`config.mk`:
```
export PLATFORM = sky130hd
export DESIGN_NAME = scl_boost_ctrl
export DESIGN_NICKNAME = d
export VERILOG_FILES = /design/src/rtl/scl_boost_pkg.sv /design/src/rtl/hs_phase_fsm.sv /design/src/rtl/stretch_timer.sv /design/src/rtl/boost_gate.sv /design/src/rtl/scl_boost_ctrl.sv
export SDC_FILE = /design/constraint.sdc
export NUM_CORES = 1
export LEC_CHECK = 0
export ABC_CLOCK_PERIOD_IN_PS = 2650
export CAP_MARGIN = 20
export CORE_MARGIN = 2
export CORE_UTILIZATION = 51
export CTS_CLUSTER_SIZE = 8
export DETAILED_ROUTE_END_ITERATION = 12
export PLACE_DENSITY = 0.84
export SETUP_SLACK_MARGIN = 0.15
export SLEW_MARGIN = 20
export SYNTH_ARGS = -nofsm -noshare
export SYNTH_HDL_FRONTEND = slang
export SYNTH_SLANG_ARGS = --single-unit
```
`constraint.sdc`:
```
create_clock -name clk -period 2.65 [get_ports clk]
set_input_delay 0.53 -clock clk [delete_from_list [all_inputs] [get_ports clk]]
set_output_delay 0.53 -clock clk [all_outputs]
set_load 0.005 [all_outputs]
```
`src/rtl/scl_boost_pkg.sv`:
```
package scl_boost_pkg;
  // Bus phase as seen by the boost controller.
  typedef enum logic [1:0] {
    PH_IDLE  = 2'd0,  // no high-speed activity
    PH_MCODE = 2'd1,  // master code sent, awaiting the NACK slot
    PH_ARMED = 2'd2,  // preamble complete, awaiting repeated START
    PH_HS    = 2'd3   // high-speed transfer in progress
  } phase_e;
endpackage

```
`src/rtl/hs_phase_fsm.sv`:
```
module hs_phase_fsm
  import scl_boost_pkg::*;
(
  input  logic   clk,
  input  logic   rst,
  input  logic   ev_mcode_sent,
  input  logic   ev_nack_done,
  input  logic   ev_rstart,
  input  logic   ev_ack_done,
  input  logic   ev_stop,
  output phase_e phase,
  output logic   hs_active,
  output logic   arm
);
  phase_e phase_q, phase_d;
  logic   hs_q;
  logic   eligible;

  assign eligible = (phase_q == PH_ARMED) || (phase_q == PH_HS);

  always_comb begin
    phase_d = phase_q;
    if (ev_stop) begin
      phase_d = PH_IDLE;
    end else begin
      unique case (phase_q)
        PH_IDLE:  if (ev_mcode_sent) phase_d = PH_MCODE;
        PH_MCODE: if (ev_nack_done)  phase_d = PH_ARMED;
        PH_ARMED: if (ev_rstart)     phase_d = PH_HS;
        PH_HS:    phase_d = PH_HS;
        default:  phase_d = PH_IDLE;
      endcase
    end
  end

  // Re-arming event: end of preamble, or a repeated START / ack slot
  // once the preamble has finished.
  always_comb begin
    arm = 1'b0;
    if (!ev_stop) begin
      if (phase_q == PH_MCODE && ev_nack_done) arm = 1'b1;
      if (eligible && (ev_rstart || ev_ack_done)) arm = 1'b1;
    end
  end

  always_ff @(posedge clk) begin
    if (rst) begin
      phase_q <= PH_IDLE;
      hs_q    <= 1'b0;
    end else begin
      phase_q <= phase_d;
      hs_q    <= (phase_d == PH_HS);
    end
  end

  assign phase     = phase_q;
  assign hs_active = hs_q;
endmodule

```
`src/rtl/stretch_timer.sv`:
```
module stretch_timer #(
  parameter int LIMIT = 1024
) (
  input  logic clk,
  input  logic rst,
  input  logic clear,
  input  logic run,
  output logic expired
);
  localparam int CW = $clog2(LIMIT + 1);
  localparam logic [CW-1:0] LAST = CW'(LIMIT - 1);

  logic [CW-1:0] cnt_q;

  assign expired = run && (cnt_q == LAST);

  always_ff @(posedge clk) begin
    if (rst || clear) begin
      cnt_q <= '0;
    end else if (run && !expired) begin
      cnt_q <= cnt_q + 1'b1;
    end
  end
endmodule

```
`src/rtl/boost_gate.sv`:
```
module boost_gate (
  input  logic clk,
  input  logic rst,
  input  logic arm,
  input  logic quit,
  input  logic scl_in,
  input  logic expired,
  output logic boost_en,
  output logic waiting,
  output logic timeout_flag
);
  logic boost_q, wait_q, tmo_q;

  always_ff @(posedge clk) begin
    if (rst || quit) begin
      boost_q <= 1'b0;
      wait_q  <= 1'b0;
      tmo_q   <= 1'b0;
    end else if (arm) begin
      boost_q <= 1'b0;
      wait_q  <= 1'b1;
      tmo_q   <= 1'b0;
    end else if (wait_q) begin
      if (scl_in) begin
        boost_q <= 1'b1;
        wait_q  <= 1'b0;
      end else if (expired) begin
        tmo_q   <= 1'b1;
        wait_q  <= 1'b0;
      end
    end
  end

  assign boost_en     = boost_q;
  assign waiting      = wait_q;
  assign timeout_flag = tmo_q;
endmodule

```
`src/rtl/scl_boost_ctrl.sv`:
```
module scl_boost_ctrl
  import scl_boost_pkg::*;
#(
  parameter int TIMEOUT_CYCLES = 1024
) (
  input  logic clk,
  input  logic rst,
  input  logic ev_mcode_sent,
  input  logic ev_nack_done,
  input  logic ev_rstart,
  input  logic ev_ack_done,
  input  logic ev_stop,
  input  logic scl_in,
  output logic boost_en,
  output logic hs_active,
  output logic stretch_timeout
);
  phase_e phase;
  logic   arm, waiting, expired, timer_run;

  hs_phase_fsm u_phase (
    .clk           (clk),
    .rst           (rst),
    .ev_mcode_sent (ev_mcode_sent),
    .ev_nack_done  (ev_nack_done),
    .ev_rstart     (ev_rstart),
    .ev_ack_done   (ev_ack_done),
    .ev_stop       (ev_stop),
    .phase         (phase),
    .hs_active     (hs_active),
    .arm           (arm)
  );

  // Count only while waiting for release and SCL is still held low.
  assign timer_run = waiting && !scl_in && !arm && !ev_stop
                     && (phase != PH_IDLE);

  stretch_timer #(.LIMIT(TIMEOUT_CYCLES)) u_timer (
    .clk     (clk),
    .rst     (rst),
    .clear   (arm || ev_stop),
    .run     (timer_run),
    .expired (expired)
  );

  boost_gate u_gate (
    .clk          (clk),
    .rst          (rst),
    .arm          (arm),
    .quit         (ev_stop),
    .scl_in       (scl_in),
    .expired      (expired),
    .boost_en     (boost_en),
    .waiting      (waiting),
    .timeout_flag (stretch_timeout)
  );
endmodule

```
==> impl_metrics.csv <==
group,metric,value,unit
global_route,first_global_vias,752,
sta,setup_ws,0.345,ns
logic_synthesis,synthesis.area,801,um2
power,p_leak,0.302,nW
logic_synthesis,synth_common_cells,"dfxtp_1, a21oi_1, nor2_1, nand2_1, o31ai_1",
logic_synthesis,yosysTopAreaCellShare,42.5,%
detailed_routing,wl_per_cell,14.4,um
sta,setup_viol_count_final,0,
sta,tightest_slew,0.495,ns
power,power.share.sequential,61.6,%
logic_synthesis,synth-compound-area-share,24.4,%
logic_synthesis,syn_inst,92,
global_route,grt_pass1_wl,3120,um
worst_setup_path,worst_setup_path_end_kind,"flip-flop",
logic_synthesis,ys.flop_type,"dfxtp_1",
logic_synthesis,yosysSeqAreaShare,42.5,%
floorplanning,die_h,43.6,um
logic_synthesis,yosys.area_share.adder,1.56,%
detailed_routing,viasPerCell,6.44,
sta,period_share,87.0,%
finish,nFillCells,128,
run_status,outcome,"completed",
logic_synthesis,yosysTopAreaCell,"dfxtp_1",
logic_synthesis,yosysMostFrequentCell,"dfxtp_1",
detailed_routing,drt.antenna.violating_nets,0,
sta,rsz0062_at_grt,"no",
logic_synthesis,synthesis.nets,101,
logic_synthesis,synth_simple_gate_area_share,29.5,%
clocking,post_cts_buffers,0,
finish,nets,119,
logic_synthesis,synth_area_per_cell,8.70,um2
floorplanning,start_util,53.8,%
power,p_int,0.000329,W
power,p_switching,0.0000898,W
power,p_comb_share,6.1,%
finish,n_antenna_cell,0,
clocking,cts-root-buf,"clkbuf_4",
sta,hold_violations,0,
clocking,cts.sinks,17,
sta,skew,0.00515,ns
floorplanning,die_w,43.6,um
clocking,clk_pin_slew,0.10,ns
logic_synthesis,synth_cell_types,30,
worst_setup_path,critPathTopFamily,"simple AND/OR/NAND/NOR gates",
sta,holdWs,0.438,ns
worst_setup_path,crit_buf_inv,1,
logic_synthesis,synth_xor_area_share,0,%
worst_setup_path,critPathSlowestCell,"or4_1",
clocking,htree_levels,1,
power,p_per_area,427,mW/mm2
worst_setup_path,critPathKind,"in2reg",
clocking,clk_path_buf_depth,2,
job,maxCapViolCount,0,
power,p_total,0.000419,W
detailed_routing,via_count,805,
detailed_routing,drt_first_iter_violations,26,
hold_path,hold_path_class,"reg2reg",
logic_synthesis,synthArstFlopShare,0,%
detailed_routing,wl,1800,um
worst_setup_path,worst_path_largest_cell_delay,0.54,ns
worst_setup_path,cp_max_fo,7,
worst_setup_path,crit_arrival,2.52,ns
sta,fin_crit,2.31,ns
logic_synthesis,synth.area.mux_share,0,%
placement,hpwl,1350,um
logic_synthesis,synth_edf_count,0,
global_route,track_usage,21.5,%
global_route,grt.overflow.total,0,
detailed_routing,drc,0,
power,ir_worst_vdd,0.296,mV
clocking,clk_latency,0.28,ns
global_route,antenna_found_initial,0,
placement,port_buffers,10,
logic_synthesis,synth-warning-count,0,
detailed_routing,dr.pass1.iters,4,
sta,slew_headroom,66.8,%
power,switching_share,21.4,%
logic_synthesis,synth_seq_cells,17,
floorplanning,num_rows,14,
clocking,cts_buffers,3,
placement,place_ws,-0.0132,ns
finish,synthToLayoutAreaGrowth,22.3,%
global_route,grt_start_max_net_pins,14,
worst_setup_path,crit_chain,"clkdlybuf4s50_1, or3b_4, a2111o_1, or4_1, a21oi_1",
sta,drv_slew,0,
floorplanning,die_area,0.00190,mm2
clocking,cts_hold_buf,0,
worst_setup_path,crit_required,2.87,ns
floorplanning,fp.coreArea,0.00149,mm2
floorplanning,io_pins,11,
logic_synthesis,synth_top_family_by_area,"simple AND/OR/NAND/NOR gates",
clocking,cts_tree,"built",
power,clkPwrFrac,32.3,%
logic_synthesis,synth.area.top_cells,"dfxtp_1, a21oi_1, o31ai_1, or4_1, nor2_1",
sta,tns,0,ns
placement,place.gp.congestion,0.838,
clocking,cts_resized,0,
finish,drive_above_1_share,11.9,%
worst_setup_path,startpoint_type,"input pin",
sta,fmax,434,MHz
## worst min-delay path, delay by kind of cell (launching register included)
family | cells | cell delay [ns]
and+or+nand+nor | 1 | 0.05
AOI/OAI and AO/OA | 1 | 0.04
DFF | 1 | 0.32
## worst paths after layout
kind | startpoint | end | slack [ns] | depth (start not counted)
worst max-delay path | ev_rstart | u_timer.cnt_q[5] | 0.34 | 5
worst min-delay path | u_timer.cnt_q[10] | u_timer.cnt_q[10] | 0.44 | 2
worst min register to register | u_timer.cnt_q[10] | u_timer.cnt_q[10] | 0.44 | 2
worst max register to register | u_phase.phase[1] | u_timer.cnt_q[5] | 0.57 | 4
## stage by stage
stage | util [%] | cell area, um2 | std cells
6_report | 65.8 | 980 | 125
5_1_grt | 65.8 | 980 | 125
4_1_cts | 65.8 | 980 | 125
3_5_place_dp | 64.0 | 953 | 121
3_3_place_gp | 64.0 | 953 | 121
2_1_floorplan | - | 801 | 92
## power by group through the flow
stage / Sequential (W) / Combinational, W / Clock, W
after floorplan: 0.000264 / 0.0000107 / 0
final: 0.000258 / 0.0000254 / 0.000135
after CTS: 0.000258 / 0.0000255 / 0.000138
after global routing: 0.000259 / 0.0000281 / 0.000151
after detailed placement: 0.000264 / 0.0000254 / 0
after global placement: 0.000264 / 0.0000248 / 0
## flip-flops by register name, summed over array words and instances, names as in the netlist
| signal | count |
|---|---|
| u_timer.cnt_q | 11 |
| u_gate.timeout_flag | 1 |
| u_gate.waiting | 1 |
| u_phase.phase | 2 |
| u_gate.boost_en | 1 |
| u_phase.hs_active | 1 |
## layout by cell type, fill, tap and decap left out, types with 3 or more instances in the layout
| cell type | n |
|---|---|
| a21oi_1 | 13 |
| or3_1 | 4 |
| dfxtp_1 | 17 |
| nand2_1 | 6 |
| clkbuf_4 | 3 |
| buf_4 | 6 |
| nor2_1 | 7 |
| o31ai_1 | 5 |
| clkdlybuf4s50_1 | 10 |
| nand4_1 | 3 |
| or4_1 | 4 |
| nand3_1 | 3 |
## logic make-up (layout without fill, tap and decap cells)
family / Yosys count / in the layout
compound gates: 29 / 29
fa+ha+maj: 1 / 1
buf+inv: 4 / 21
flops: 17 / 17
simple gates: 41 / 41
## per-layer routing
layer / vias to the layer above / track usage (%) / wire (um) / part of all wire (%)
met5: - / 0 / 0 / 0
met4: 0 / 8.48 / 10 / 0.56
met3: 2 / 4.17 / 97 / 5.4
met2: 22 / 38.5 / 910 / 51
met1: 391 / 24.9 / 781 / 43
li1: 390 / - / - / -
## layout make-up
cell class	instances	area (um2)	share of cell area, %
multi-input cells	71	444	45.3
well taps	16	20.0	2.04
flip-flops and latches	17	340	34.7
inverters	1	3.75	0.383
repair buffers	16	145	14.8
clock buffers	4	26.3	2.68
No activity file was read; power rests on OpenSTA's default activity.
